[src/rtl/spi_lane_pkg.sv]
package spi_lane_pkg;

    localparam int BYTE_W  = 8;
    localparam int LANES   = 4;

    typedef enum logic [2:0] {
        MD_LEGACY = 3'd0,
        MD_WRITE  = 3'd1,
        MD_RDWR   = 3'd2,
        MD_BI_RD  = 3'd3,
        MD_BI_WR  = 3'd4,
        MD_QD_RD  = 3'd5,
        MD_QD_WR  = 3'd6,
        MD_RSVD   = 3'd7
    } lane_mode_e;

    typedef enum logic [2:0] {
        SQ_IDLE,
        SQ_LOW,
        SQ_HIGH,
        SQ_HOLD,
        SQ_GAP
    } sq_state_e;

    typedef struct packed {
        lane_mode_e        mode;
        logic              last;
        logic [BYTE_W-1:0] data;
    } tx_entry_t;

    function automatic logic transition_ok(lane_mode_e from_m, lane_mode_e to_m);
        logic ok;
        case (from_m)
            MD_LEGACY:          ok = to_m inside {MD_LEGACY, MD_WRITE, MD_RDWR};
            MD_WRITE, MD_RDWR:  ok = (to_m != MD_RSVD);
            MD_BI_RD, MD_BI_WR: ok = to_m inside {MD_WRITE, MD_RDWR, MD_BI_RD, MD_BI_WR};
            MD_QD_RD, MD_QD_WR: ok = to_m inside {MD_WRITE, MD_RDWR, MD_QD_RD, MD_QD_WR};
            default:            ok = 1'b0;
        endcase
        return ok;
    endfunction

    function automatic logic mode_reads(lane_mode_e m);
        return m inside {MD_LEGACY, MD_RDWR, MD_BI_RD, MD_QD_RD};
    endfunction

    function automatic logic [LANES-1:0] drive_mask(lane_mode_e m);
        logic [LANES-1:0] msk;
        case (m)
            MD_LEGACY, MD_WRITE, MD_RDWR: msk = 4'b0001;
            MD_BI_WR:                     msk = 4'b0011;
            MD_QD_WR:                     msk = 4'b1111;
            default:                      msk = 4'b0000;
        endcase
        return msk;
    endfunction

    function automatic logic [2:0] final_step(lane_mode_e m);
        logic [2:0] s;
        case (m)
            MD_BI_RD, MD_BI_WR: s = 3'd3;
            MD_QD_RD, MD_QD_WR: s = 3'd1;
            default:            s = 3'd7;
        endcase
        return s;
    endfunction

endpackage

[src/rtl/lane_mode_ctrl.sv]
module lane_mode_ctrl
    import spi_lane_pkg::*;
(
    input  logic       clk,
    input  logic       rst_n,
    input  logic       mode_wr,
    input  logic [2:0] mode_req,
    input  logic       illegal_clr,
    input  logic       tx_empty,
    output lane_mode_e mode_q,
    output logic       illegal_flag
);

    lane_mode_e req_m;
    logic       crosses_legacy;
    logic       accept;

    always_comb begin
        req_m          = lane_mode_e'(mode_req);
        crosses_legacy = (mode_q == MD_LEGACY) != (req_m == MD_LEGACY);
        accept         = transition_ok(mode_q, req_m) && (!crosses_legacy || tx_empty);
    end

    always_ff @(posedge clk or negedge rst_n) begin
        if (!rst_n) begin
            mode_q       <= MD_LEGACY;
            illegal_flag <= 1'b0;
        end else begin
            if (mode_wr && accept) begin
                mode_q <= req_m;
            end
            if (mode_wr && !accept) begin
                illegal_flag <= 1'b1;
            end else if (illegal_clr) begin
                illegal_flag <= 1'b0;
            end
        end
    end

endmodule

[src/rtl/tagged_tx_fifo.sv]
module tagged_tx_fifo
    import spi_lane_pkg::*;
#(
    parameter int DEPTH = 4
) (
    input  logic      clk,
    input  logic      rst_n,
    input  logic      wr_en,
    input  tx_entry_t wr_entry,
    input  logic      rd_en,
    output tx_entry_t rd_entry,
    output logic      empty,
    output logic      full
);

    localparam int AW = (DEPTH > 1) ? $clog2(DEPTH) : 1;
    localparam int CW = $clog2(DEPTH + 1);

    tx_entry_t       store [DEPTH];
    logic [AW-1:0]   wr_ptr;
    logic [AW-1:0]   rd_ptr;
    logic [CW-1:0]   count;

    function automatic logic [AW-1:0] bump(logic [AW-1:0] p);
        return (p == AW'(DEPTH - 1)) ? '0 : p + 1'b1;
    endfunction

    assign empty    = (count == '0);
    assign full     = (count == CW'(DEPTH));
    assign rd_entry = store[rd_ptr];

    always_ff @(posedge clk or negedge rst_n) begin
        if (!rst_n) begin
            wr_ptr <= '0;
            rd_ptr <= '0;
            count  <= '0;
        end else begin
            if (wr_en && !full) begin
                wr_ptr <= bump(wr_ptr);
            end
            if (rd_en && !empty) begin
                rd_ptr <= bump(rd_ptr);
            end
            count <= count + CW'(wr_en && !full) - CW'(rd_en && !empty);
        end
    end

    always_ff @(posedge clk) begin
        if (wr_en && !full) begin
            store[wr_ptr] <= wr_entry;
        end
    end

endmodule

[src/rtl/lane_sequencer.sv]
module lane_sequencer
    import spi_lane_pkg::*;
(
    input  logic              clk,
    input  logic              rst_n,
    input  logic              hold_en,
    input  tx_entry_t         head,
    input  logic              fifo_empty,
    output logic              pop,
    input  logic [LANES-1:0]  lane_in,
    output logic              sclk,
    output logic              cs_n,
    output logic [LANES-1:0]  lane_out,
    output logic [LANES-1:0]  lane_oe,
    output logic              rx_valid,
    output logic [BYTE_W-1:0] rx_data,
    output logic              active,
    output lane_mode_e        cur_mode
);

    sq_state_e         state, nxt;
    logic [BYTE_W-1:0] shreg;
    logic [BYTE_W-1:0] rxsh;
    logic [2:0]        step;
    logic              cur_last;
    logic              gap_cnt;
    logic              in_frame;
    logic [LANES-1:0]  raw_out;

    // next-state and pop decision
    always_comb begin
        nxt = state;
        pop = 1'b0;
        unique case (state)
            SQ_IDLE: begin
                if (!fifo_empty) begin
                    pop = 1'b1;
                    nxt = SQ_LOW;
                end
            end
            SQ_LOW: nxt = SQ_HIGH;
            SQ_HIGH: begin
                if (step != 3'd0) begin
                    nxt = SQ_LOW;
                end else if (hold_en && !cur_last) begin
                    if (!fifo_empty) begin
                        pop = 1'b1;
                        nxt = SQ_LOW;
                    end else begin
                        nxt = SQ_HOLD;
                    end
                end else begin
                    nxt = SQ_GAP;
                end
            end
            SQ_HOLD: begin
                if (!fifo_empty) begin
                    pop = 1'b1;
                    nxt = SQ_LOW;
                end else if (!hold_en) begin
                    nxt = SQ_GAP;
                end
            end
            SQ_GAP: begin
                if (gap_cnt) nxt = SQ_IDLE;
            end
            default: nxt = SQ_IDLE;
        endcase
    end

    // state register
    always_ff @(posedge clk or negedge rst_n) begin
        if (!rst_n) state <= SQ_IDLE;
        else        state <= nxt;
    end

    // byte datapath
    always_ff @(posedge clk or negedge rst_n) begin
        if (!rst_n) begin
            shreg    <= '0;
            rxsh     <= '0;
            step     <= '0;
            cur_mode <= MD_LEGACY;
            cur_last <= 1'b0;
            gap_cnt  <= 1'b0;
            rx_valid <= 1'b0;
            rx_data  <= '0;
        end else begin
            rx_valid <= 1'b0;
            gap_cnt  <= (state == SQ_GAP);
            if (pop) begin
                shreg    <= head.data;
                cur_mode <= head.mode;
                cur_last <= head.last;
                step     <= final_step(head.mode);
            end else if (state == SQ_HIGH && step != 3'd0) begin
                step <= step - 3'd1;
                case (cur_mode)
                    MD_BI_RD, MD_BI_WR: shreg <= {shreg[5:0], 2'b00};
                    MD_QD_RD, MD_QD_WR: shreg <= {shreg[3:0], 4'b0000};
                    default:            shreg <= {shreg[6:0], 1'b0};
                endcase
            end
            if (state == SQ_LOW) begin
                case (cur_mode)
                    MD_BI_RD, MD_BI_WR: rxsh <= {rxsh[5:0], lane_in[1:0]};
                    MD_QD_RD, MD_QD_WR: rxsh <= {rxsh[3:0], lane_in[3:0]};
                    default:            rxsh <= {rxsh[6:0], lane_in[1]};
                endcase
            end
            if (state == SQ_HIGH && step == 3'd0 && mode_reads(cur_mode)) begin
                rx_valid <= 1'b1;
                rx_data  <= rxsh;
            end
        end
    end

    // outputs
    always_comb begin
        in_frame = (state == SQ_LOW) || (state == SQ_HIGH);
        sclk     = (state == SQ_HIGH);
        cs_n     = !(in_frame || state == SQ_HOLD);
        active   = (state != SQ_IDLE);
        case (cur_mode)
            MD_BI_RD, MD_BI_WR: raw_out = {2'b00, shreg[7:6]};
            MD_QD_RD, MD_QD_WR: raw_out = shreg[7:4];
            default:            raw_out = {3'b000, shreg[7]};
        endcase
        lane_oe  = in_frame ? drive_mask(cur_mode) : '0;
        lane_out = raw_out & lane_oe;
    end

endmodule

[src/rtl/multilane_spi_master.sv]
module multilane_spi_master
    import spi_lane_pkg::*;
#(
    parameter int TX_DEPTH = 4
) (
    input  logic       clk,
    input  logic       rst_n,
    input  logic       push_valid,
    input  logic [7:0] push_data,
    input  logic       push_last,
    output logic       push_ready,
    input  logic       mode_wr,
    input  logic [2:0] mode_req,
    output logic [2:0] mode_q,
    input  logic       illegal_clr,
    output logic       illegal_flag,
    input  logic       hold_en,
    output logic       sclk,
    output logic       cs_n,
    output logic [3:0] lane_out,
    output logic [3:0] lane_oe,
    input  logic [3:0] lane_in,
    output logic       rx_valid,
    output logic [7:0] rx_data,
    output logic       busy
);

    lane_mode_e mode_cur;
    lane_mode_e seq_mode_e;
    logic [2:0] seq_mode;
    tx_entry_t  new_entry;
    tx_entry_t  head;
    logic       fifo_empty;
    logic       fifo_full;
    logic       pop;
    logic       seq_active;

    assign new_entry  = '{mode: mode_cur, last: push_last, data: push_data};
    assign push_ready = !fifo_full;
    assign mode_q     = mode_cur;
    assign seq_mode   = seq_mode_e;
    assign busy       = seq_active || !fifo_empty;

    lane_mode_ctrl u_mode (
        .clk          (clk),
        .rst_n        (rst_n),
        .mode_wr      (mode_wr),
        .mode_req     (mode_req),
        .illegal_clr  (illegal_clr),
        .tx_empty     (fifo_empty),
        .mode_q       (mode_cur),
        .illegal_flag (illegal_flag)
    );

    tagged_tx_fifo #(.DEPTH(TX_DEPTH)) u_fifo (
        .clk      (clk),
        .rst_n    (rst_n),
        .wr_en    (push_valid),
        .wr_entry (new_entry),
        .rd_en    (pop),
        .rd_entry (head),
        .empty    (fifo_empty),
        .full     (fifo_full)
    );

    lane_sequencer u_seq (
        .clk        (clk),
        .rst_n      (rst_n),
        .hold_en    (hold_en),
        .head       (head),
        .fifo_empty (fifo_empty),
        .pop        (pop),
        .lane_in    (lane_in),
        .sclk       (sclk),
        .cs_n       (cs_n),
        .lane_out   (lane_out),
        .lane_oe    (lane_oe),
        .rx_valid   (rx_valid),
        .rx_data    (rx_data),
        .active     (seq_active),
        .cur_mode   (seq_mode_e)
    );

endmodule

[config.mk]
export PLATFORM = sky130hd
export DESIGN_NAME = multilane_spi_master
export DESIGN_NICKNAME = d
export VERILOG_FILES = /design/src/rtl/spi_lane_pkg.sv /design/src/rtl/lane_mode_ctrl.sv /design/src/rtl/tagged_tx_fifo.sv /design/src/rtl/lane_sequencer.sv /design/src/rtl/multilane_spi_master.sv
export SDC_FILE = /design/constraint.sdc
export NUM_CORES = 1
export LEC_CHECK = 0
export BUFFER_PORTS_ARGS = -buffer_cell sky130_fd_sc_hd__buf_4
export CAP_MARGIN = 20
export CORE_MARGIN = 2
export CORE_UTILIZATION = 55
export CTS_CLUSTER_SIZE = 8
export DETAILED_ROUTE_END_ITERATION = 8
export PLACE_DENSITY = 0.75
export RECOVER_POWER = 100
export SYNTH_ARGS = -nofsm -noshare
export SYNTH_HDL_FRONTEND = slang
export SYNTH_SLANG_ARGS = --single-unit
[constraint.sdc]
create_clock -name clk -period 5.9 [get_ports clk]
set_clock_uncertainty 0.05 [all_clocks]
set_input_delay 0 -clock clk [delete_from_list [all_inputs] [get_ports clk]]
set_output_delay 0 -clock clk [all_outputs]
set_load 0.02 [all_outputs]
==> metrics, run 1 <==
Post-Syn Area 4350 um^2; async set-reset flop share out of synthesis 49.47%; final wirelength 7875 um; Post-Syn Instances 328; leakage power 1.990 nW; cell row count 32; pin count of the biggest net entering global routing 48; pwr dens 536.5 nW/um^2; Setup CP Type flop to flop; Final nets 423; Clock Tree Buf Depth 2; violated checks max-capacitance violations, max-slew violations; vias in the first global route 2,676; dpl hpwl 5212 um; multiplexer share of the synthesized area 10.56%; crit path from u_seq.step[0]; share of cells above drive strength 1 15.15%; DR iter-0 viols 195; chip width 92.94 um; Seq/Total Area, Yosys 60.17%; n_diodes 0; Layout fillers 604; Multi-input gate area 1562 um^2; Startpoint Class flop; hold crit path type input port to flop; Synth cell types 51; Design Power 2.706 mW; root buffer cell clkbuf_8; compound-cell area share of the yosys netlist 11.33%; # IOs 47; area growth from synthesis to layout 15.93%; warnings from Yosys 0; CTS tree yes; flop2flop setup slack 2.57 ns; commonest non-fill, non-tap cell in the layout edfxtp_1; initial antenna violation count 0; total track usage 19.65%; CP Data Required Time 6.09 ns; min-delay src push_valid; Placeable Area 7687 um^2; H-tree levels 3; Core Util, Final 65.61%; total gr overflow 0; post-synthesis xor/xnor area fraction 1.611%; final worst-path cycle share 56.41%; IO buf count 46; final setup vio count 0; Main synth FF type edfxtp_1; Initial Utilization 56.59%; drt wl/cell 15.81 um; vias per cell 5.633; status finished with violations; setup_tns 0 ns; top cell type by total area after synthesis edfxtp_1; max-cap viol count 2; die area 8637 um^2; top cells by area, synth edfxtp_1, dfrtp_1, mux4_2, mux2_2, a22oi_1; Arr. time, crit path 3.52 ns; DRC Markers 0; CTS clk-pin slew, worst paths 0.09 ns; Slew @ Worst Pin 2.476 ns; Synth Area per Inst 13.26 um^2; maximum vdd drop 0.2821 mV; RSZ-0062 raised after global routing false; Final GP Congestion 0.8269; Die Y 92.94 um; synthesized net count 360; clock latency at the later pin of the worst-skew pair 0.36 ns; Clock Sinks 95; via count 2,805; CP Max Fanout 25; Seq. cell area 2618 um^2; Synth top area share 33.13%; DR pass1 iterations 5; Fmax 300.5 MHz; Antenna Nets Post-Route 0; worst r2r src u_seq.step[0]; most frequent cells in the layout edfxtp_1, dfrtp_1, clkbuf_1, nand2_1, dlygate4sd3_1; Post-synth EDFFs 48; Synth Area in Simple Gates 9.922%; relative slew slack -65.08%; Seq cells post-synth 95; TritonCTS Buffers 9; largest family of logic cells by synthesized area compound AO/OA/AOI/OAI gates; post_cts resized 0; Crit. End Element flop; first-pass GRT wire length 13,010 um; Final min period 3.328 ns; Synth Area in Adders 3.049%; Final Hold Violating Endpoints 0; Slew Viols, Final 65
==> routing by layer <==
layer	wire (um)	vias up	track usage, %
li1	-	1341	-
met1	3562	1386	27.49
met2	3800	68	30.37
met3	399	10	4.963
met4	113	0	6.618
met5	0	-	0
==> critical path: stages (launching register included) <==
cell       delay (ns)
dfrtp_1          0.41
inv_1            0.10
ha_1             0.25
nand4bb_4        0.12
a2111oi_0        0.47
clkbuf_1         0.82
ha_1             0.38
inv_1            0.06
ha_1             0.16
fa_1             0.40
==> Yosys cell counts (6+ instances only) <==
cell	number
nor2b_1	10
o21ai_0	13
ha_1	9
a21oi_1	11
buf_2	8
nand2_1	27
inv_1	16
nor3_1	7
a31oi_1	7
mux2_2	15
edfxtp_1	48
dfrtp_1	47
mux4_2	12
nor2_1	18
and3_1	6
a22oi_1	17
==> power by group <==
group / switching [mW] / internal (mW) / leakage, nW
sequential: 0.220 / 0.936 / 1.01
combinational: 0.566 / 0.476 / 0.862
clock: 0.225 / 0.282 / 0.116
total: 1.01 / 1.69 / 1.99
==> per-stage QoR <==
step / cells / hold slack, ns / worst slack, ns / cell area, um^2
3_3_place_gp: 462 / -0.0009170 / 3.387 / 4752
4_1_cts: 498 / 0.06973 / 3.222 / 5196
5_1_grt: 498 / 0.1377 / 2.263 / 5044
6_report: 498 / 0.08681 / 2.572 / 5044
3_5_place_dp: 462 / -0.001374 / 3.255 / 4752
2_1_floorplan: 328 / -0.3456 / 3.329 / 4350
==> cell families after synthesis <==
family,count (synthesis)
mux,29
flops,95
compound gates,70
buf+inv,32
xor+xnor,8
simple gates,84
fa+ha+maj,10
==> what timing repair did <==
| item | 4_1_cts | 5_1_grt |
|---|---|---|
| endpoints found under the setup margin | 0 | 0 |
| hold buffers | 20 | 0 |
| hold endpoints to repair | 93 | 0 |
| setup buffers | 0 | 0 |
==> layout make-up <==
| class | count | share of cell area [%] |
|---|---|---|
| Timing Repair Buffer | 68 | 8.583 |
| Tap cell | 102 | 2.530 |
| Clock inverter | 7 | 2.382 |
| Multi-Input combinational cell | 201 | 30.96 |
| Inverter | 16 | 1.191 |
| Sequential cell | 95 | 51.90 |
| Clock buffer | 9 | 2.456 |
==> path summary, 6_finish.rpt <==
check                                   end  depth (start not counted)
max in group asynchronous    u_seq.shreg[0]                          2
setup / recovery            u_fifo.count[1]                          9
hold / removal             u_fifo.wr_ptr[0]                          3
min in group asynchronous    u_seq.state[2]                          2
hold reg to reg              u_seq.state[2]                          1
setup reg to reg            u_fifo.count[1]                          9
==> state kept, by name, indices dropped and copies added, names as in the netlist <==
register,count
u_seq.step,3
u_seq.cur_last,1
u_fifo.wr_ptr,2
u_seq.rxsh,8
u_fifo.count,3
u_fifo.rd_ptr,2
u_mode.illegal_flag,1
u_seq.rx_data,8
u_seq.gap_cnt,1
u_mode.mode_q,3
u_seq.shreg,8
u_seq.cur_mode,3
u_fifo.store,48
u_seq.state,3
u_seq.rx_valid,1
Note: power is estimated with default switching activity, not from simulation.
==> run 2: changes to the inputs <==
Settings changed: ABC_AREA from default to 1.
Clock period 5.9 ns to 3.2 ns, I/O delays scaled along.
==> run 2 against run 1 <==
  * The flow now finishes without violations
  * Synthesized area up 5.2%
  * Worst hold slack got worse by 0.026 ns
  * Sequential share of layout area shrank 1.9 points
  * Register-to-register slack worse by 1.8 ns
  * Synthesized cell count rose by 53%
  * Cell area increased by 3.8%
  * Combinational power increased by 140%
  * Critical endpoint is now lane_out[3]
  * Largest cell class unchanged
==> metrics, run 2 <==
pin count of the biggest net entering global routing 48 (unchanged); pre-CTS WS 0.8374 ns (was 3.255 ns); vias per cell 5.146 (was 5.633); largest reg by FF count u_fifo.store (unchanged); Synth Area per Inst 9.102 um^2 (was 13.26 um^2); top cell type by total area after synthesis edfxtp_1 (unchanged); chip width 95.24 um (was 92.94 um); Design Power 5.316 mW (was 2.706 mW); Synth Area in Adders 2.897% (was 3.049%); DR iter-0 viols 115 (was 195); most frequent cells in the layout nand2_1, inv_1, nor2_1, o21ai_0, edfxtp_1 (was edfxtp_1, dfrtp_1, clkbuf_1, nand2_1, dlygate4sd3_1); count leader, synth nand2_1 (was edfxtp_1); drt wl/cell 13.36 um (was 15.81 um); root buffer cell clkbuf_8 (unchanged); Seq cells post-synth 95 (unchanged); compound-cell area share of the yosys netlist 9.565% (was 11.33%); most instantiated cells after synthesis nand2_1, inv_1, nor2_1 (was edfxtp_1, dfrtp_1, nand2_1); worst r2r src u_seq.step[0] (unchanged); final wirelength 9127 um (was 7875 um); status finished clean (was finished with violations); Final nets 605 (was 423); CTS clk-pin slew, worst paths 0.10 ns (was 0.09 ns); CTS tree yes (unchanged); DRC Markers 0 (unchanged); # IOs 47 (unchanged); synthesized net count 535 (was 360); IO buf count 46 (unchanged); Arr. time, crit path 2.60 ns (was 3.52 ns); Seq/Total Area, Yosys 57.17% (was 60.17%); placed cells 646 (was 462); multiplexer share of the synthesized area 0% (was 10.56%); min-delay src push_valid (unchanged); Final GP Congestion 0.8423 (was 0.8269); dpl cell area 4995 um^2 (was 4752 um^2); first-pass GRT wire length 15,540 um (was 13,010 um); top cells by area, synth edfxtp_1, dfrtp_1, nand2_1, inv_1, o21ai_0 (was edfxtp_1, dfrtp_1, mux4_2, mux2_2, a22oi_1); Initial Utilization 56.28% (was 56.59%); Crit. End Element primary output (was flop); Core Util, Final 64.36% (was 65.61%); crit path from u_seq.state[1] (was u_seq.step[0]); total gr overflow 0 (unchanged); Post-synth EDFFs 48 (unchanged); CP Max Fanout 12 (was 25); RSZ-0062 raised after global routing false (unchanged); Final Hold Violating Endpoints 0 (unchanged); Die Y 95.24 um (was 92.94 um); max-cap viol count 0 (was 2); setup_tns 0 ns (unchanged); hold crit path type input port to flop (unchanged); max reg flops 48 (unchanged); post-route insts no fill 683 (was 498); Antenna Nets Post-Route 0 (unchanged); Synth cell types 31 (was 51); Slew Viols, Final 0 (was 65); final setup vio count 0 (unchanged); Placeable Area 8134 um^2 (was 7687 um^2); Setup WS post-layout 0.5530 ns (was 2.572 ns); initial antenna violation count 0 (unchanged); Post-Syn Instances 503 (was 328); vias in the first global route 3,420 (was 2,676); WHS 0.06070 ns (was 0.08681 ns); clock latency at the later pin of the worst-skew pair 0.37 ns (was 0.36 ns); Fmax 377.8 MHz; Synth top area share 31.48% (was 33.13%); DR pass1 iterations 5 (unchanged); async set-reset flop share out of synthesis 49.47% (unchanged); post-synthesis xor/xnor area fraction 0.5739% (was 1.611%); Slew @ Worst Pin 0.7848 ns (was 2.476 ns); Clock Tree Buf Depth 2 (unchanged); cell row count 33 (was 32); area growth from synthesis to layout 14.35% (was 15.93%); post_cts resized 0 (unchanged); via count 3,515 (was 2,805); pwr dens 1015 nW/um^2 (was 536.5 nW/um^2); maximum vdd drop 0.4906 mV (was 0.2821 mV); Setup CP Type flop to primary output (was flop to flop); Post-Syn Area 4578 um^2 (was 4350 um^2); Clock Sinks 95 (unchanged); n_diodes 0 (unchanged); die area 9070 um^2 (was 8637 um^2); Synth Area in Simple Gates 21.86% (was 9.922%); TritonCTS Buffers 9 (unchanged); H-tree levels 3 (unchanged); fin area 5235 um^2 (was 5044 um^2); total track usage 22.35% (was 19.65%); Final min period 2.647 ns; commonest non-fill, non-tap cell in the layout nand2_1 (was edfxtp_1); warnings from Yosys 0 (unchanged); CP Data Required Time 3.15 ns (was 6.09 ns); largest family of logic cells by synthesized area simple AND/OR/NAND/NOR gates (was compound AO/OA/AOI/OAI gates); relative slew slack 47.68% (was -65.08%); dpl hpwl 6223 um (was 5212 um); Layout fillers 659 (was 604); final worst-path cycle share 82.72%; share of cells above drive strength 1 8.478% (was 15.15%); leakage power 2.403 nW (was 1.990 nW); Startpoint Class flop (unchanged); Main synth FF type edfxtp_1 (unchanged)
-- run 2: cell types whose count changed after synthesis, moves of 12 or more --
cell	delta
inv_1	+42
mux4_2	-12
a22oi_1	-17
o21ai_0	+28
nand2_1	+93
nand3_1	+34
mux2_2	-15
nor2_1	+34
-- run 2: cell type report --
class / instances / area [um^2] / area share [%]
sequential: 95 / 2618 / 50.00
clock buffer: 9 / 123.9 / 2.366
multi-input combinational: 326 / 1562 / 29.83
tap: 105 / 131.4 / 2.510
inverter: 68 / 257.7 / 4.924
timing repair buffer: 73 / 469.2 / 8.963
clock inverter: 7 / 73.82 / 1.410
-- run 2: final timing paths --
check / slack [ns] / cells after the start / end
hold reg to reg: 0.45 / 2 / u_seq.rx_data[3]
setup reg to reg: 0.79 / 12 / u_fifo.count[2]
max in group asynchronous: 2.56 / 2 / u_seq.shreg[7]
setup / recovery: 0.55 / 8 / lane_out[3]
hold / removal: 0.06 / 4 / u_fifo.wr_ptr[0]
min in group asynchronous: 0.12 / 2 / u_seq.state[2]
-- run 2: logic make-up (layout without fill, tap and decap cells) --
group,after synthesis,count (layout)
flip-flops,95,95
buffers and inverters,82,157
adder cells (fa/ha/maj),10,10
AND/OR/NAND/NOR,230,230
XOR/XNOR,3,3
AO/OA/AOI/OAI,83,83
-- run 2: power by group --
group          total [mW]  switching (mW)  internal, mW
clock network       0.792           0.478         0.314
registers            2.04           0.287          1.75
logic                2.49            1.69         0.801
total                5.32            2.45          2.86
-- run 2: critical path, stage by stage (launching register included) --
cell and delay, ns:
dfrtp_1 0.43, nor3_2 0.58, inv_1 0.29, nand2_1 0.16
nand3_1 0.14, nor2_1 0.25, inv_2 0.06, nor2_1 0.08
clkbuf_1 0.24
-- run 2: metal layers --
| metal | track usage [%] | wire [um] | up-vias |
|---|---|---|---|
| met2 | 38.50 | 4525 | 86 |
| met3 | 3.557 | 513 | 12 |
| li1 | - | - | 1782 |
| met4 | 9.300 | 134 | 0 |
| met5 | 0 | 0 | - |
| met1 | 28.09 | 3953 | 1635 |
-- run 2: timing repair --
action | in CTS | in global routing
hold buffers | 21 | 0
endpoints found under the hold margin | 94 | 0
buffers inserted | 0 | 0
